$ cat config.mk
export PLATFORM = sky130hd
export DESIGN_NAME = sync_frame_tx
export DESIGN_NICKNAME = d
export VERILOG_FILES = /design/src/rtl/tx_pkg.sv /design/src/rtl/tx_fifo.sv /design/src/rtl/tx_frame_fsm.sv /design/src/rtl/sync_frame_tx.sv
export SDC_FILE = /design/constraint.sdc
export NUM_CORES = 1
export LEC_CHECK = 0
export BUFFER_PORTS_ARGS = -buffer_cell sky130_fd_sc_hd__buf_2
export CAP_MARGIN = 40
export CORE_MARGIN = 4
export CORE_UTILIZATION = 55
export CTS_BUF_LIST = sky130_fd_sc_hd__clkbuf_8
export CTS_CLUSTER_SIZE = 14
export DETAILED_ROUTE_END_ITERATION = 12
export GPL_TIMING_DRIVEN = 0
export PLACE_DENSITY = 0.87
export SLEW_MARGIN = 20
export SYNTH_ARGS = -nofsm -noshare
export SYNTH_HDL_FRONTEND = slang
export SYNTH_HIERARCHICAL = 1
export SYNTH_SLANG_ARGS = --single-unit
export TNS_END_PERCENT = 1
$ cat constraint.sdc
create_clock -name clk -period 2.7 [get_ports clk]
set_input_delay 0.405 -clock clk [delete_from_list [all_inputs] [get_ports clk]]
set_output_delay 0.405 -clock clk [all_outputs]
set_load 0.1 [all_outputs]
$ cat src/rtl/tx_pkg.sv
package tx_pkg;
    typedef enum logic {ST_IDLE, ST_SHIFT} tx_state_e;

    function automatic int wl_of(input logic [1:0] sel);
        unique case (sel)
            2'd0: return 8;
            2'd1: return 10;
            2'd2: return 12;
            default: return 16;
        endcase
    endfunction
endpackage

$ cat src/rtl/tx_fifo.sv
module tx_fifo #(
    parameter int DW    = 16,
    parameter int DEPTH = 8
) (
    input  logic                         clk,
    input  logic                         rst_n,
    input  logic                         push,
    input  logic [DW-1:0]                push_data,
    input  logic                         pop,
    output logic [DW-1:0]                head,
    output logic [$clog2(DEPTH+1)-1:0]   level
);
    localparam int AW = (DEPTH > 1) ? $clog2(DEPTH) : 1;
    localparam int LW = $clog2(DEPTH+1);

    logic [DW-1:0] mem [DEPTH];
    logic [AW-1:0] wr_ptr, rd_ptr;
    logic          push_ok, pop_ok;

    always_comb begin
        push_ok = push && (level != LW'(DEPTH));
        pop_ok  = pop && (level != '0);
        head    = mem[rd_ptr];
    end

    always_ff @(posedge clk) begin
        if (push_ok) mem[wr_ptr] <= push_data;
    end

    always_ff @(posedge clk or negedge rst_n) begin
        if (!rst_n) begin
            wr_ptr <= '0;
            rd_ptr <= '0;
            level  <= '0;
        end else begin
            if (push_ok) wr_ptr <= (wr_ptr == AW'(DEPTH-1)) ? '0 : wr_ptr + 1'b1;
            if (pop_ok)  rd_ptr <= (rd_ptr == AW'(DEPTH-1)) ? '0 : rd_ptr + 1'b1;
            level <= level + LW'(push_ok) - LW'(pop_ok);
        end
    end

    assert_no_overflow_R6: assert property (@(posedge clk) disable iff (!rst_n)
        level <= LW'(DEPTH));
    assert_no_pop_empty_R6: assert property (@(posedge clk) disable iff (!rst_n)
        pop |-> level != '0);
endmodule

$ cat src/rtl/tx_frame_fsm.sv
module tx_frame_fsm
    import tx_pkg::*;
#(
    parameter int DW = 16
) (
    input  logic          clk,
    input  logic          rst_n,
    input  logic          bclk,
    input  logic          fsync,
    input  logic          tx_en,
    input  logic [1:0]    wl_sel,
    input  logic [DW-1:0] word_i,
    output logic          load_o,
    output logic          sd_out,
    output logic          sd_oe
);
    localparam int CW = $clog2(DW+1);

    tx_state_e     state, nxt;
    logic          bclk_q, fs_q;
    logic          bclk_rise, fs_rise, last_bit;
    logic [DW-1:0] sreg;
    logic [CW-1:0] cnt, wl_q;

    always_comb begin
        bclk_rise = bclk && !bclk_q;
        fs_rise   = fsync && !fs_q;
        last_bit  = (state == ST_SHIFT) && bclk_rise && (cnt == wl_q);
        load_o    = fs_rise && bclk_rise && tx_en && ((state == ST_IDLE) || last_bit);
        nxt       = state;
        unique case (state)
            ST_IDLE:  nxt = load_o ? ST_SHIFT : ST_IDLE;
            ST_SHIFT: if (last_bit) nxt = load_o ? ST_SHIFT : ST_IDLE;
        endcase
    end

    always_ff @(posedge clk or negedge rst_n) begin
        if (!rst_n) state <= ST_IDLE;
        else        state <= nxt;
    end

    always_ff @(posedge clk or negedge rst_n) begin
        if (!rst_n) begin
            bclk_q <= 1'b0;
            fs_q   <= 1'b0;
            sreg   <= '0;
            cnt    <= '0;
            wl_q   <= '0;
        end else begin
            bclk_q <= bclk;
            fs_q   <= fsync;
            if (load_o) begin
                sreg <= word_i << (DW - wl_of(wl_sel));
                cnt  <= CW'(1);
                wl_q <= CW'(wl_of(wl_sel));
            end else if ((state == ST_SHIFT) && bclk_rise && !last_bit) begin
                sreg <= sreg << 1;
                cnt  <= cnt + 1'b1;
            end
        end
    end

    always_comb begin
        sd_oe  = (state == ST_SHIFT);
        sd_out = sd_oe ? sreg[DW-1] : 1'b0;
    end

    assert_start_on_fs_R1: assert property (@(posedge clk) disable iff (!rst_n)
        $rose(sd_oe) |-> $past(fsync && tx_en));
    assert_oe_window_R4: assert property (@(posedge clk) disable iff (!rst_n)
        sd_oe |-> (cnt != '0 && cnt <= wl_q));
endmodule

$ cat src/rtl/sync_frame_tx.sv
module sync_frame_tx #(
    parameter int DW    = 16,
    parameter int DEPTH = 8
) (
    input  logic                       clk,
    input  logic                       rst_n,
    input  logic                       bclk,
    input  logic                       fsync,
    input  logic                       tx_en,
    input  logic                       fifo_en,
    input  logic                       irq_en,
    input  logic [1:0]                 wl_sel,
    input  logic [$clog2(DEPTH+1)-1:0] wmark,
    input  logic                       wr_en,
    input  logic [DW-1:0]              wr_data,
    input  logic                       stat_rd,
    output logic                       sd_out,
    output logic                       sd_oe,
    output logic                       tde,
    output logic                       tfe,
    output logic                       tue,
    output logic                       irq,
    output logic [$clog2(DEPTH+1)-1:0] fifo_level
);
    logic [DW-1:0] hold_q, last_q, head, word_sel;
    logic          load, fresh, fifo_empty, rd_armed;

    tx_fifo #(.DW(DW), .DEPTH(DEPTH)) u_fifo (
        .clk(clk), .rst_n(rst_n),
        .push(wr_en && fifo_en), .push_data(wr_data),
        .pop(load && fifo_en && !fifo_empty),
        .head(head), .level(fifo_level)
    );

    tx_frame_fsm #(.DW(DW)) u_fsm (
        .clk(clk), .rst_n(rst_n), .bclk(bclk), .fsync(fsync), .tx_en(tx_en),
        .wl_sel(wl_sel), .word_i(word_sel), .load_o(load),
        .sd_out(sd_out), .sd_oe(sd_oe)
    );

    always_comb begin
        fifo_empty = (fifo_level == '0);
        fresh      = fifo_en ? !fifo_empty : !tde;
        word_sel   = !fresh ? last_q : (fifo_en ? head : hold_q);
        tfe        = fifo_en && (fifo_level < wmark);
        irq        = irq_en && (fifo_en ? tfe : tde);
    end

    always_ff @(posedge clk or negedge rst_n) begin
        if (!rst_n) begin
            hold_q   <= '0;
            last_q   <= '0;
            tde      <= 1'b1;
            tue      <= 1'b0;
            rd_armed <= 1'b0;
        end else begin
            if (stat_rd) rd_armed <= tue;
            if (wr_en && rd_armed) begin
                tue      <= 1'b0;
                rd_armed <= 1'b0;
            end
            if (load) begin
                last_q <= word_sel;
                if (!fifo_en) tde <= 1'b1;
                if (!fresh)   tue <= 1'b1;
            end
            if (wr_en && !fifo_en) begin
                hold_q <= wr_data;
                tde    <= 1'b0;
            end
        end
    end

    assert_tue_on_frame_R9: assert property (@(posedge clk) disable iff (!rst_n)
        $rose(tue) |-> $past(load));
    assert_tde_clear_by_write_R5: assert property (@(posedge clk) disable iff (!rst_n)
        $fell(tde) |-> $past(wr_en && !fifo_en));
    assert_tue_clear_by_write_R10: assert property (@(posedge clk) disable iff (!rst_n)
        $fell(tue) |-> $past(wr_en));
endmodule

After elaboration in Yosys (flattened, before gate mapping)
Memories as Yosys holds them, arrays and structs flattened.
Index checks and enable logic that the tools add are counted.

operators by class
  add/sub/neg operators = 6
  multipliers = 0
  divide/modulo/power cells = 0
  magnitude comparators = 1
  eq/ne operators = 7
  shift operators = 1
  multiplexer cells = 26
  bitwise logic cells = 1
  reductions and logical operators = 31

operators with widths
  kind                                                                    count
  16-bit two-way mux                                                      4
  32-bit two-way mux                                                      1
  16-bit by 32-bit << shifter with 16-bit output                          1
  6-bit by 32-bit subtractor with 32-bit output (first input constant)    1
  1-bit logical AND                                                       17
  1-bit two-way mux                                                       15
  5-bit one-hot mux with 3 select lines                                   1
  5-bit two-way mux                                                       2
  3-bit by 1-bit adder with 3-bit output (second input constant)          2
  3-bit equality test (second input constant)                             2
  1-bit zero test                                                         6
  3-bit two-way mux                                                       2
  2-bit nonzero test                                                      3
  5-bit by 1-bit adder with 5-bit output (second input constant)          1
  5-bit equality test                                                     1
  4-bit by 1-bit adder with 4-bit output                                  1
  4-bit zero test                                                         1
  4-bit less-than comparator                                              1
  4-bit != test (second input constant)                                   1
  4-bit nonzero test                                                      1
  4-bit by 1-bit subtractor with 4-bit output                             1
  2-bit by 1-bit equality test with 1-bit output (second input constant)  1
  2-bit equality test (second input constant)                             1
  2-bit zero test                                                         1
  other kinds (5)                                                         5

storage, ports and cells
  bits in registers = 74
  latch bits = 0
  RAM bits = 128
  ROM bits = 0
  input bits = 31
  output and inout bits = 10
  word-level logic and storage cells = 88
  memories = 1

memory list
  memory      words  width  rd ports  clocked after Yosys merged registers in  wr ports  RTL line       RTL
  u_fifo.mem  8      16     1         0                                        1         tx_fifo.sv:16  logic [DW-1:0] mem [DEPTH];

Longest topological paths before layout
Gate-level depths: netlist of the first run.

  word-level depth = 10
  gate-level depth with buffers = 15
  gate-level depth less buffers = 14

Cells and area by module
Netlist of the first run, hierarchy kept.

modules (own cells, without submodules)
  module         instances  cells an instance  area each (um^2)
  tx_fifo        1          243                5561.6
  sync_frame_tx  1          135                1935.6
  tx_frame_fsm   1          190                1894.3

Worst setup path before layout of the first run
OpenSTA, ideal clock, no wires.

  path type = register to output
  start = reg u_fifo.level[1]
  end = out tfe
  arrival time = 4749 ps
  data required time = 2295 ps
  path slack = -2454 ps
  stages on the path, launching flop included = 5
  buffers on the path = 0
  cells stage by stage = dfrtp_1 ha_1 o211ai_1 a21oi_1 nor4b_1

between the ends
  cells in the longest elaborated chain, start to end = 2

ends and longest elaborated chain
  element                     RTL line             RTL
  from (decl)                 tx_fifo.sv:11        output logic [$clog2(DEPTH+1)-1:0] level
  from (signal assigned)      tx_fifo.sv:38        level <= level + LW'(push_ok) - LW'(pop_ok);
  4-bit less-than comparator  sync_frame_tx.sv:45  tfe = fifo_en && (fifo_level < wmark);
  1-bit logical AND           sync_frame_tx.sv:45
  to (decl)                   sync_frame_tx.sv:20  output logic tfe,

No other way between the ends.

Worst setup path after layout of the first run
  start = reg u_fifo.rd_ptr[0]
  end = reg u_fsm.sreg[15]

between the ends
  cells in the longest elaborated chain, start to end = 5

ends and longest elaborated chain
  element                                         RTL line             RTL
  from (decl)                                     tx_fifo.sv:17        logic [AW-1:0] wr_ptr, rd_ptr;
  from (signal assigned)                          tx_fifo.sv:37        if (pop_ok) rd_ptr <= (rd_ptr == AW'(DEPTH-1)) ? '0 : rd_ptr + 1'b1;
  memory 8 x 16 bit                               --
  via head[15]                                    sync_frame_tx.sv:25  logic [DW-1:0] hold_q, last_q, head, word_sel;
  16-bit two-way mux (2 in a row)                 sync_frame_tx.sv:44  word_sel = !fresh ? last_q : (fifo_en ? head : hold_q);
  via word_sel[15]                                sync_frame_tx.sv:25
  16-bit by 32-bit << shifter with 16-bit output  tx_frame_fsm.sv:53   sreg <= word_i << (DW - wl_of(wl_sel));
  16-bit two-way mux                              tx_frame_fsm.sv:52   if (load_o) begin
  to (signal assigned)                            tx_frame_fsm.sv:53
  to (signal assigned)                            tx_frame_fsm.sv:57   sreg <= sreg << 1;
  to (decl)                                       tx_frame_fsm.sv:22   logic [DW-1:0] sreg;

The timed path passes the listed nets, and every way through them passes these cells.
A chain may end at the register's enable or synchronous reset.

==> results of run 1 <==
worst max path at each step:
stage,from,to,slack (ps),depth (start not counted)
2_1_floorplan,u_fifo/level[1],tfe,-160,4
3_3_place_gp,fifo_en,u_fifo/mem[0][3],-800,6
3_5_place_dp,u_fifo/rd_ptr[2],u_fsm/sreg[13],-730,10
4_1_cts,u_fifo/rd_ptr[0],u_fsm/sreg[12],-350,10
5_1_grt,u_fifo/rd_ptr[0],u_fsm/sreg[11],-450,9
6_report,u_fifo/rd_ptr[0],u_fsm/sreg[15],-380,10
power groups by stage:
stage / sequential (mW) / combinational (mW) / clock [mW]
6_report: 4.24 / 3.36 / 2.57
5_1_grt: 4.30 / 3.57 / 2.77
4_1_cts: 4.21 / 3.04 / 2.61
3_5_place_dp: 4.25 / 2.94 / 0
3_3_place_gp: 4.17 / 2.73 / 0
2_1_floorplan: 4.42 / 1.97 / 0
stage by stage:
step	setup TNS [ps]	hold WS, ps	worst slack, ps	utilization (%)	cells
after floorplan	-682	109	-158	-	568
after global placement	-72520	462	-801	59.6	828
after detailed placement	-8030	390	-733	60.7	838
after CTS	-3690	93.2	-346	64.9	899
after global routing	-5040	91.8	-448	66.2	908
final	-3660	120	-381	66.2	908
worst register-to-register path, stage by stage (launching register included):
cell	delay [ps]
dfrtp_1	400
buf_12	170
clkbuf_16	160
buf_4	100
mux4_2	500
mux2_2	280
mux2_2	280
mux2_2	260
mux4_2	470
mux2i_1	180
o221ai_1	140
final cells by class:
| class | count | area, µm² | area share (%) |
|---|---|---|---|
| buffer | 25 | 238 | 2.16 |
| tap | 220 | 275 | 2.50 |
| inverter | 17 | 63.8 | 0.579 |
| clock buffer | 35 | 482 | 4.37 |
| clock inverter | 23 | 156 | 1.42 |
| sequential | 201 | 5680 | 51.6 |
| multi-input combinational | 323 | 3600 | 32.7 |
| antenna | 1 | 2.50 | 0.0227 |
| timing repair buffer | 63 | 514 | 4.67 |
metal layers:
layer  wire length [µm]  vias up  global-route usage (%)
li1                   -     2378                       -
met1               8440     2779                    28.1
met2              10600      227                    35.0
met3               1260       37                    4.10
met4                406        2                    6.39
met5                 13        -                       0
synth_stat cells (2+ instances only):
cell type / n / share of area [%]
mux2_2: 71 / 8.5
nand2_1: 36 / 1.4
xnor2_1: 5 / 0.47
nor3_1: 5 / 0.27
clkbuf_1: 4 / 0.16
edfxtp_1: 128 / 41
nor2_1: 22 / 0.88
a21oi_1: 11 / 0.59
nor2b_1: 6 / 0.40
mux2_4: 22 / 3.5
nor2b_4: 2 / 0.29
buf_4: 3 / 0.24
inv_1: 16 / 0.64
a21oi_2: 2 / 0.19
mux4_2: 8 / 1.9
o21a_1: 2 / 0.16
dfrtp_1: 72 / 19
and2_1: 6 / 0.40
o221ai_1: 10 / 0.93
mux2i_1: 16 / 1.7
ha_1: 19 / 2.5
nand3_1: 6 / 0.32
nand2b_1: 4 / 0.27
buf_8: 2 / 0.32
xor2_1: 5 / 0.47
buf_6: 6 / 0.72
o211ai_1: 3 / 0.24
nand3b_1: 2 / 0.16
mux4_1: 29 / 8.1
buf_2: 10 / 0.53
o21ai_0: 10 / 0.53
kinds of logic (layout without fill, tap and decap cells):
| group | after synthesis | after routing | synth area share [%] |
|---|---|---|---|
| flip-flops | 201 | 201 | 60.4 |
| other | 0 | 1 | 0 |
| AO/OA/AOI/OAI | 49 | 49 | 3.74 |
| multiplexers | 146 | 146 | 23.8 |
| adder cells (fa/ha/maj) | 20 | 20 | 2.74 |
| XOR/XNOR | 10 | 10 | 0.933 |
| buffers and inverters | 44 | 163 | 2.90 |
| AND/OR/NAND/NOR | 98 | 98 | 5.52 |
registers in the layout, summed over array words and instances, names as in the netlist, 3 cells and up:
signal	cells
hold_q	16
u_fsm/sreg	16
u_fifo/wr_ptr	3
last_q	16
u_fsm/cnt	5
u_fifo/mem	128
u_fsm/wl_q	4
u_fifo/rd_ptr	3
u_fifo/level	4
timing repair:
| action | in CTS | in global routing |
|---|---|---|
| gates cloned | 0 | 3 |
| setup buffers | 2 | 4 |
| gates resized for setup | 26 | 40 |
| endpoints found under the setup margin | 18 | 21 |
| hold buffers | 3 | 0 |
| pin swaps | 0 | 2 |
| endpoints found under the hold margin | 34 | 0 |
==> results_dict.tcl, run 1 <==
set metrics [dict create \
    status "finished, violations left" \
    failed_checks "setup timing" \
    finalPower_mw 10.2 \
    clk_latency_ps 560 \
    r2r-start "u_fifo/rd_ptr[0]" \
    cts_root_buf "clkbuf_8" \
    power_frac_comb_pct 33.0 \
    worst_pin_slew_ps 766 \
    grt_max_degree 42 \
    finalHoldViolCount 0 \
    end_kind "flop" \
    vdd_drop_max_mv 1.13 \
    die-area_um2 19200 \
    finalSetupViolCount 16 \
    start_util_pct 56.4 \
    timing.final.ws_setup_ps -381 \
    maxCapViolCount 0 \
    grt_antenna_before_repair 2 \
    hold_depth 1 \
    path_buf_inv 3 \
    clkPwrFrac_pct 25.3 \
    stdcell_area_um2 11000 \
    ys_ff_latch 201 \
    routed_wl_um 20700 \
    die_width_um 139 \
    async_flop_share_pct 36.3 \
    first_iter_violations 502 \
    synth-edff-count 128 \
    slowest_stage "mux4_2" \
    dieHeight_um 139 \
    crit_fanout 7 \
    grt_util_all_layers_pct 20.9 \
    synth_cell_types 56 \
    ys_warn_count 6 \
    cpMostUsedCell "mux2_2" \
    critPathMaxStageDelay_ps 500 \
    min_period_ps 3080 \
    p_seq_share_pct 41.7 \
    drive_gt1_share_pct 42.8 \
    hpwl_um 13400 \
    critPathKind "reg -> reg" \
    placement.io_buffers 40 \
    nNetsFinal 713 \
    numClockSinks 201 \
    hp-class "in -> reg" \
    dr.pass1.iters 6 \
    syn_nets 619 \
    grt_pass1_wl_um 32200 \
    clk_pin_slew_ps 70 \
    r2r_cells 10 \
    drt-vias-per-instance 5.97 \
    wl_per_cell_um 22.8 \
    ant_nets 0 \
    sw_frac_of_total_pct 33.0 \
    powerDensity_nw_per_um2 923 \
    htree_num_levels 1 \
    power_switching_mw 3.36 \
    slew_violations 0 \
    fin_skew_ps 24.2 \
    reg2reg_to "u_fsm/sreg[15]" \
    syn-instance-count 568 \
    ios 41 \
    hold_path_end "u_fifo/mem[3][10]" \
    core-area_um2 16600 \
    ys_seq_area_share_pct 60.4 \
    syn_area_per_cell_um2 16.5 \
    grt_pass1_vias 5860 \
    max_freq_mhz 325 \
    grt_setup_unrepaired "yes" \
    layout_common_cells "128 x edfxtp_1, 66 x dfrtp_1, 57 x mux2_2" \
    internal-power_mw 6.81 \
    period_share_pct 114 \
    hold_start "wr_data[10]" \
    reg2reg_slack_ps -380 \
    p_leak_nw 4.32 \
    rows 47 \
    area_growth_pct 17.3 \
    relSlewSlack_pct 48.5 \
    dpl-instance-area_um2 10100 \
    grt_overflow 0 \
    cts_made_buffers 31 \
    critPathLaunchType "flop" \
    crit_family "multiplexers" \
    place_congestion 0.905 \
    crit_chain "buf_12, clkbuf_16, buf_4, mux4_2, mux2_2, mux2_2, mux2_2, mux4_2, mux2i_1, o221ai_1" \
    crit_required_ps 3110 \
    syn_area_um2 9390 \
    drc_errors 0 \
    arrival_ps 3490 \
    clockBufferDepth 3 \
    num_vias 5423 \
    cts_tree "built" \
    fillers 1044 \
    synth_ff_type "edfxtp_1" \
    final_common_cell "edfxtp_1" \
]
Note: power is estimated with default switching activity, not from simulation.
==> run 2: changes to the inputs <==
==> constraint.sdc (replaced) <==
create_clock -name clk -period 2.7 [get_ports clk]
set_input_delay 0.54 -clock clk [delete_from_list [all_inputs] [get_ports clk]]
set_output_delay 0.54 -clock clk [all_outputs]
set_load 0.1 [all_outputs]
==> results_dict.tcl, run 2 (synthesis gave the netlist of run 1 again) <==
set metrics [dict create \
    failed_checks "setup timing" \
    finalSetupViolCount 17 \
    num_vias 5510 \
    diodes 0 \
    arrival_ps 3550 \
    dieHeight_um 139 \
    nNetsFinal 712 \
    end_kind "flop" \
    ios 41 \
    max_freq_mhz 322 \
    grt_max_degree 43 \
    dp_slack_ps -761 \
    routed_wl_um 20700 \
    cts_made_buffers 31 \
    die_width_um 139 \
    grt_pass1_wl_um 32400 \
    clk_latency_ps 580 \
    fin_skew_ps 18.6 \
    multiInputGateArea_um2 3640 \
    finalPower_mw 9.99 \
    finalHoldViolCount 0 \
    ant_nets 0 \
    core-area_um2 16600 \
    slew_violations 0 \
    grt_pass1_vias 5941 \
    hpwl_um 13200 \
    drc_errors 0 \
    placement.io_buffers 40 \
    grt_overflow 0 \
    hp-class "in -> reg" \
    cts_tree "built" \
    fillers 1042 \
    powerDensity_nw_per_um2 911 \
    regArea_um2 5680 \
    first_iter_violations 436 \
    critPathKind "reg -> reg" \
    drt-vias-per-instance 6.08 \
    maxUsedRoutingLayer "met4" \
    dr.pass1.iters 5 \
    stdcell_area_um2 11000 \
    largest_reg_flops 128 \
    wl_met3_um 1280 \
    wl_met1_um 8360 \
    start_util_pct 56.4 \
    die-area_um2 19200 \
    finalNonFillerCells 906 \
    maxCapViolCount 0 \
    layout_common_cells "128 x edfxtp_1, 67 x dfrtp_1, 50 x mux2_2" \
    drive_gt1_share_pct 41.4 \
    p_leak_nw 4.32 \
    dp.cells 838 \
    regMostFlops "u_fifo/mem" \
    crit_required_ps 3150 \
    clk_pin_slew_ps 70 \
    grt_setup_unrepaired "yes" \
    clockBufferDepth 3 \
    dpl-instance-area_um2 10100 \
    area_growth_pct 16.8 \
    grt_util_all_layers_pct 20.9 \
    vdd_drop_max_mv 1.36 \
    route.met2.wl_um 10700 \
    crit_fanout 5 \
    htree_num_levels 1 \
    worst_pin_slew_ps 709 \
    timing.final.ws_setup_ps -402 \
    critPathLaunchType "flop" \
    final_common_cell "edfxtp_1" \
    fin_util_pct 65.9 \
    period_share_pct 115 \
    status "finished, violations left" \
    cts_root_buf "clkbuf_8" \
    wl_per_cell_um 22.9 \
    rows 47 \
    min_period_ps 3100 \
    relSlewSlack_pct 52.4 \
    grt_antenna_before_repair 0 \
    numClockSinks 201 \
    place_congestion 0.846 \
]
==> run 2: cell types whose count changed in the layout (fill, tap and decap cells not counted), sizes merged <==
cell         previous run  this run
diode                   1         0
bufinv                  2         0
inv                    26        29
clkbuf                 42        40
dlygate4sd3             3         1
clkinv                 12        10
buf                    78        82
==> run 2: cell type report <==
| type | instances | area share, % |
|---|---|---|
| buffer | 26 | 2.10 |
| clock buffer | 36 | 4.52 |
| clock inverter | 22 | 0.844 |
| inverter | 17 | 0.582 |
| multi-input combinational | 323 | 33.2 |
| sequential | 201 | 51.8 |
| tap | 220 | 2.51 |
| timing repair buffer | 61 | 4.45 |
==> run 2: worst paths after layout <==
path | startpoint | endpoint | slack (ps) | depth (start not counted)
max | u_fifo/rd_ptr[0] | u_fsm/sreg[12] | -400 | 11
min | bclk | u_fsm/bclk_q | 100 | 1
min reg2reg | u_fsm/sreg[14] | u_fsm/sreg[15] | 490 | 2
min in group asynchronous | rst_n | u_fsm/sreg[3] | 460 | 2
max in group asynchronous | rst_n | tde | 1590 | 3
max reg2reg | u_fifo/rd_ptr[0] | u_fsm/sreg[12] | -400 | 11
==> run 2: what timing repair did <==
action,4_1_cts,5_1_grt
resized for setup,50,20
buffers inserted,7,1
setup endpoints to repair,19,20
pin swaps,3,5
gates cloned,1,0
hold buffers,1,0
hold endpoints to repair,31,0
==> run 2: power by group <==
| part | leakage, nW | switching (mW) | internal, mW | total [mW] |
|---|---|---|---|---|
| combinational | 1.91 | 1.73 | 1.62 | 3.36 |
| sequential | 2.06 | 0.431 | 3.81 | 4.24 |
| clock | 0.348 | 1.18 | 1.21 | 2.39 |
==> run 2: worst max-delay path, cell delays in order (launching register included) <==
cell and delay [ps]:
dfrtp_1 380, buf_6 160, buf_12 110, buf_16 120, mux4_2 480, mux2_2 310
mux2_4 300, mux2_4 270, mux4_2 480, nand2_2 80, o21a_1 160, o221ai_2 100
==> run 2: stage by stage <==
stage               hold WS, ps  TNS [ps]
floorplan                   244      -726
global placement            462    -88250
detailed placement          479    -10650
CTS                        82.0     -3880
global route               77.2     -5520
finish                      100     -4220
==> run 2: layer usage <==
layer  vias up  global-route usage [%]
met5         -                       0
met4         0                    5.72
met3        44                    2.90
met2       242                    35.8
met1      2850                    28.6
li1       2374                       -
==> run 3: changes to the inputs <==
--- a/config.mk
+++ b/config.mk
@@ -9,7 +9,7 @@
 export CAP_MARGIN = 40
 export CORE_MARGIN = 4
 export CORE_UTILIZATION = 55
-export CTS_BUF_LIST = sky130_fd_sc_hd__clkbuf_8
+export CTS_BUF_LIST = sky130_fd_sc_hd__clkbuf_4 sky130_fd_sc_hd__clkbuf_8
 export CTS_CLUSTER_SIZE = 14
 export DETAILED_ROUTE_END_ITERATION = 12
 export GPL_TIMING_DRIVEN = 0
==> results_dict.tcl, run 3 (synthesis gave the netlist of run 1 again) <==
set metrics [dict create \
    nNetsFinal 721 \
    arrival_ps 3580 \
    first_iter_violations 484 \
    clk_latency_ps 570 \
    vdd_drop_max_mv 1.39 \
    max_freq_mhz 319 \
    min_period_ps 3140 \
    worst_pin_slew_ps 762 \
    die-area_um2 19200 \
    ios 41 \
    wl_met3_um 1370 \
    clk_pin_slew_ps 60 \
    wl_per_cell_um 24.0 \
    ant_nets 0 \
    grt_overflow 0 \
    place_congestion 0.846 \
    cts_root_buf "clkbuf_8" \
    maxCapViolCount 0 \
    drc_errors 0 \
    grt_max_degree 43 \
    layout_common_cells "128 x edfxtp_1, 67 x dfrtp_1, 51 x mux2_2" \
    grt_util_all_layers_pct 21.1 \
    grt_pass1_wl_um 32600 \
    hpwl_um 13200 \
    grt_setup_unrepaired "yes" \
    fin_skew_ps 11.9 \
    largest_reg_flops 128 \
    wl_met1_um 8680 \
    start_util_pct 56.4 \
    dpl-instance-area_um2 10100 \
    period_share_pct 116 \
    crit_fanout 5 \
    timing.final.ws_setup_ps -436 \
    routed_wl_um 21900 \
    num_vias 5635 \
    dr.pass1.iters 4 \
    rows 47 \
    final_common_cell "edfxtp_1" \
    area_growth_pct 18.7 \
    slowest_stage "mux4_2" \
    drive_gt1_share_pct 46.5 \
    relSlewSlack_pct 49.2 \
    drt-vias-per-instance 6.16 \
    failed_checks "setup timing" \
    finalHoldViolCount 0 \
    slew_violations 0 \
    regMostFlops "u_fifo/mem" \
    powerDensity_nw_per_um2 930 \
    maxUsedRoutingLayer "met4" \
    numClockSinks 201 \
    cts_tree "built" \
    crit_family "multiplexers" \
    critPathMaxStageDelay_ps 530 \
    htree_num_levels 1 \
    end_kind "flop" \
    critPathKind "reg -> reg" \
    dp_slack_ps -761 \
    finalSetupViolCount 16 \
    route.met2.wl_um 11300 \
    clockBufferDepth 3 \
    crit_chain "buf_6, buf_4, buf_12, mux4_2, mux2_2, mux2_4, mux2_4, mux4_2, nand2_2, o21a_1, o221ai_2" \
    grt_antenna_before_repair 0 \
    critPathLaunchType "flop" \
    grt_pass1_vias 5977 \
    core-area_um2 16600 \
    dieHeight_um 139 \
    crit_required_ps 3140 \
    p_leak_nw 4.34 \
    stdcell_area_um2 11100 \
    path_buf_inv 3 \
    cts_made_buffers 31 \
    hp-class "in -> reg" \
    placement.io_buffers 40 \
    status "finished, violations left" \
    die_width_um 139 \
    diodes 0 \
]
## run 3: area by class of cell
class                      count  area [µm²]
fill                        1011        5490
buffer                        25         229
tap                          220         275
multi-input combinational    323        3700
timing repair buffer          71         568
clock inverter                10        47.5
clock buffer                  48         586
sequential                   201        5680
inverter                      17        66.3
## run 3: routing by layer
| layer | track usage [%] | vias to the layer above |
|---|---|---|
| met4 | 6.44 | 0 |
| met3 | 2.93 | 55 |
| met5 | 0 | - |
| met1 | 28.3 | 2917 |
| li1 | - | 2389 |
| met2 | 36.2 | 274 |
## run 3: report_power, final
group	total, mW	internal (mW)	switching (mW)
Combinational	3.54	1.73	1.81
Sequential	4.27	3.81	0.458
Clock	2.57	1.38	1.19
Total	10.4	6.92	3.45
## run 3: final timing paths
check                                  from              to  slack [ps]  cells past startpoint
max                        u_fifo/rd_ptr[0]  u_fsm/sreg[12]        -440                     11
min                                    bclk    u_fsm/bclk_q         110                      1
max reg2reg                u_fifo/rd_ptr[0]  u_fsm/sreg[12]        -440                     11
min reg2reg                        rd_armed        rd_armed         490                      1
max in group asynchronous             rst_n             tde        1580                      3
min in group asynchronous             rst_n   u_fsm/sreg[3]         470                      2
## run 3: repair_timing
action	CTS	global route
pin swaps	4	6
setup buffers	3	14
gates resized for setup	44	53
cloned	0	2
hold endpoints to repair	31	0
hold buffers	1	0
endpoints found under the setup margin	19	19
## run 3: stage by stage
step           hold slack (ps)  setup TNS (ps)  instances  power (mW)  utilization [%]
2_1_floorplan              244            -726        568        6.39                -
3_3_place_gp               462          -88250        828        6.91             59.6
3_5_place_dp               479          -10650        838        7.17             60.7
4_1_cts                   83.5           -3010        898        9.93             65.5
5_1_grt                   84.5           -4830        915        10.8             67.0
6_report                   107           -3560        915        10.4             67.0
## run 3: worst reg2reg max path: stages (launching register included)
cell	delay, ps
dfrtp_1	370
buf_6	140
buf_4	120
buf_12	120
mux4_2	510
mux2_2	280
mux2_4	290
mux2_4	290
mux4_2	530
nand2_2	100
o21a_1	160
o221ai_2	100
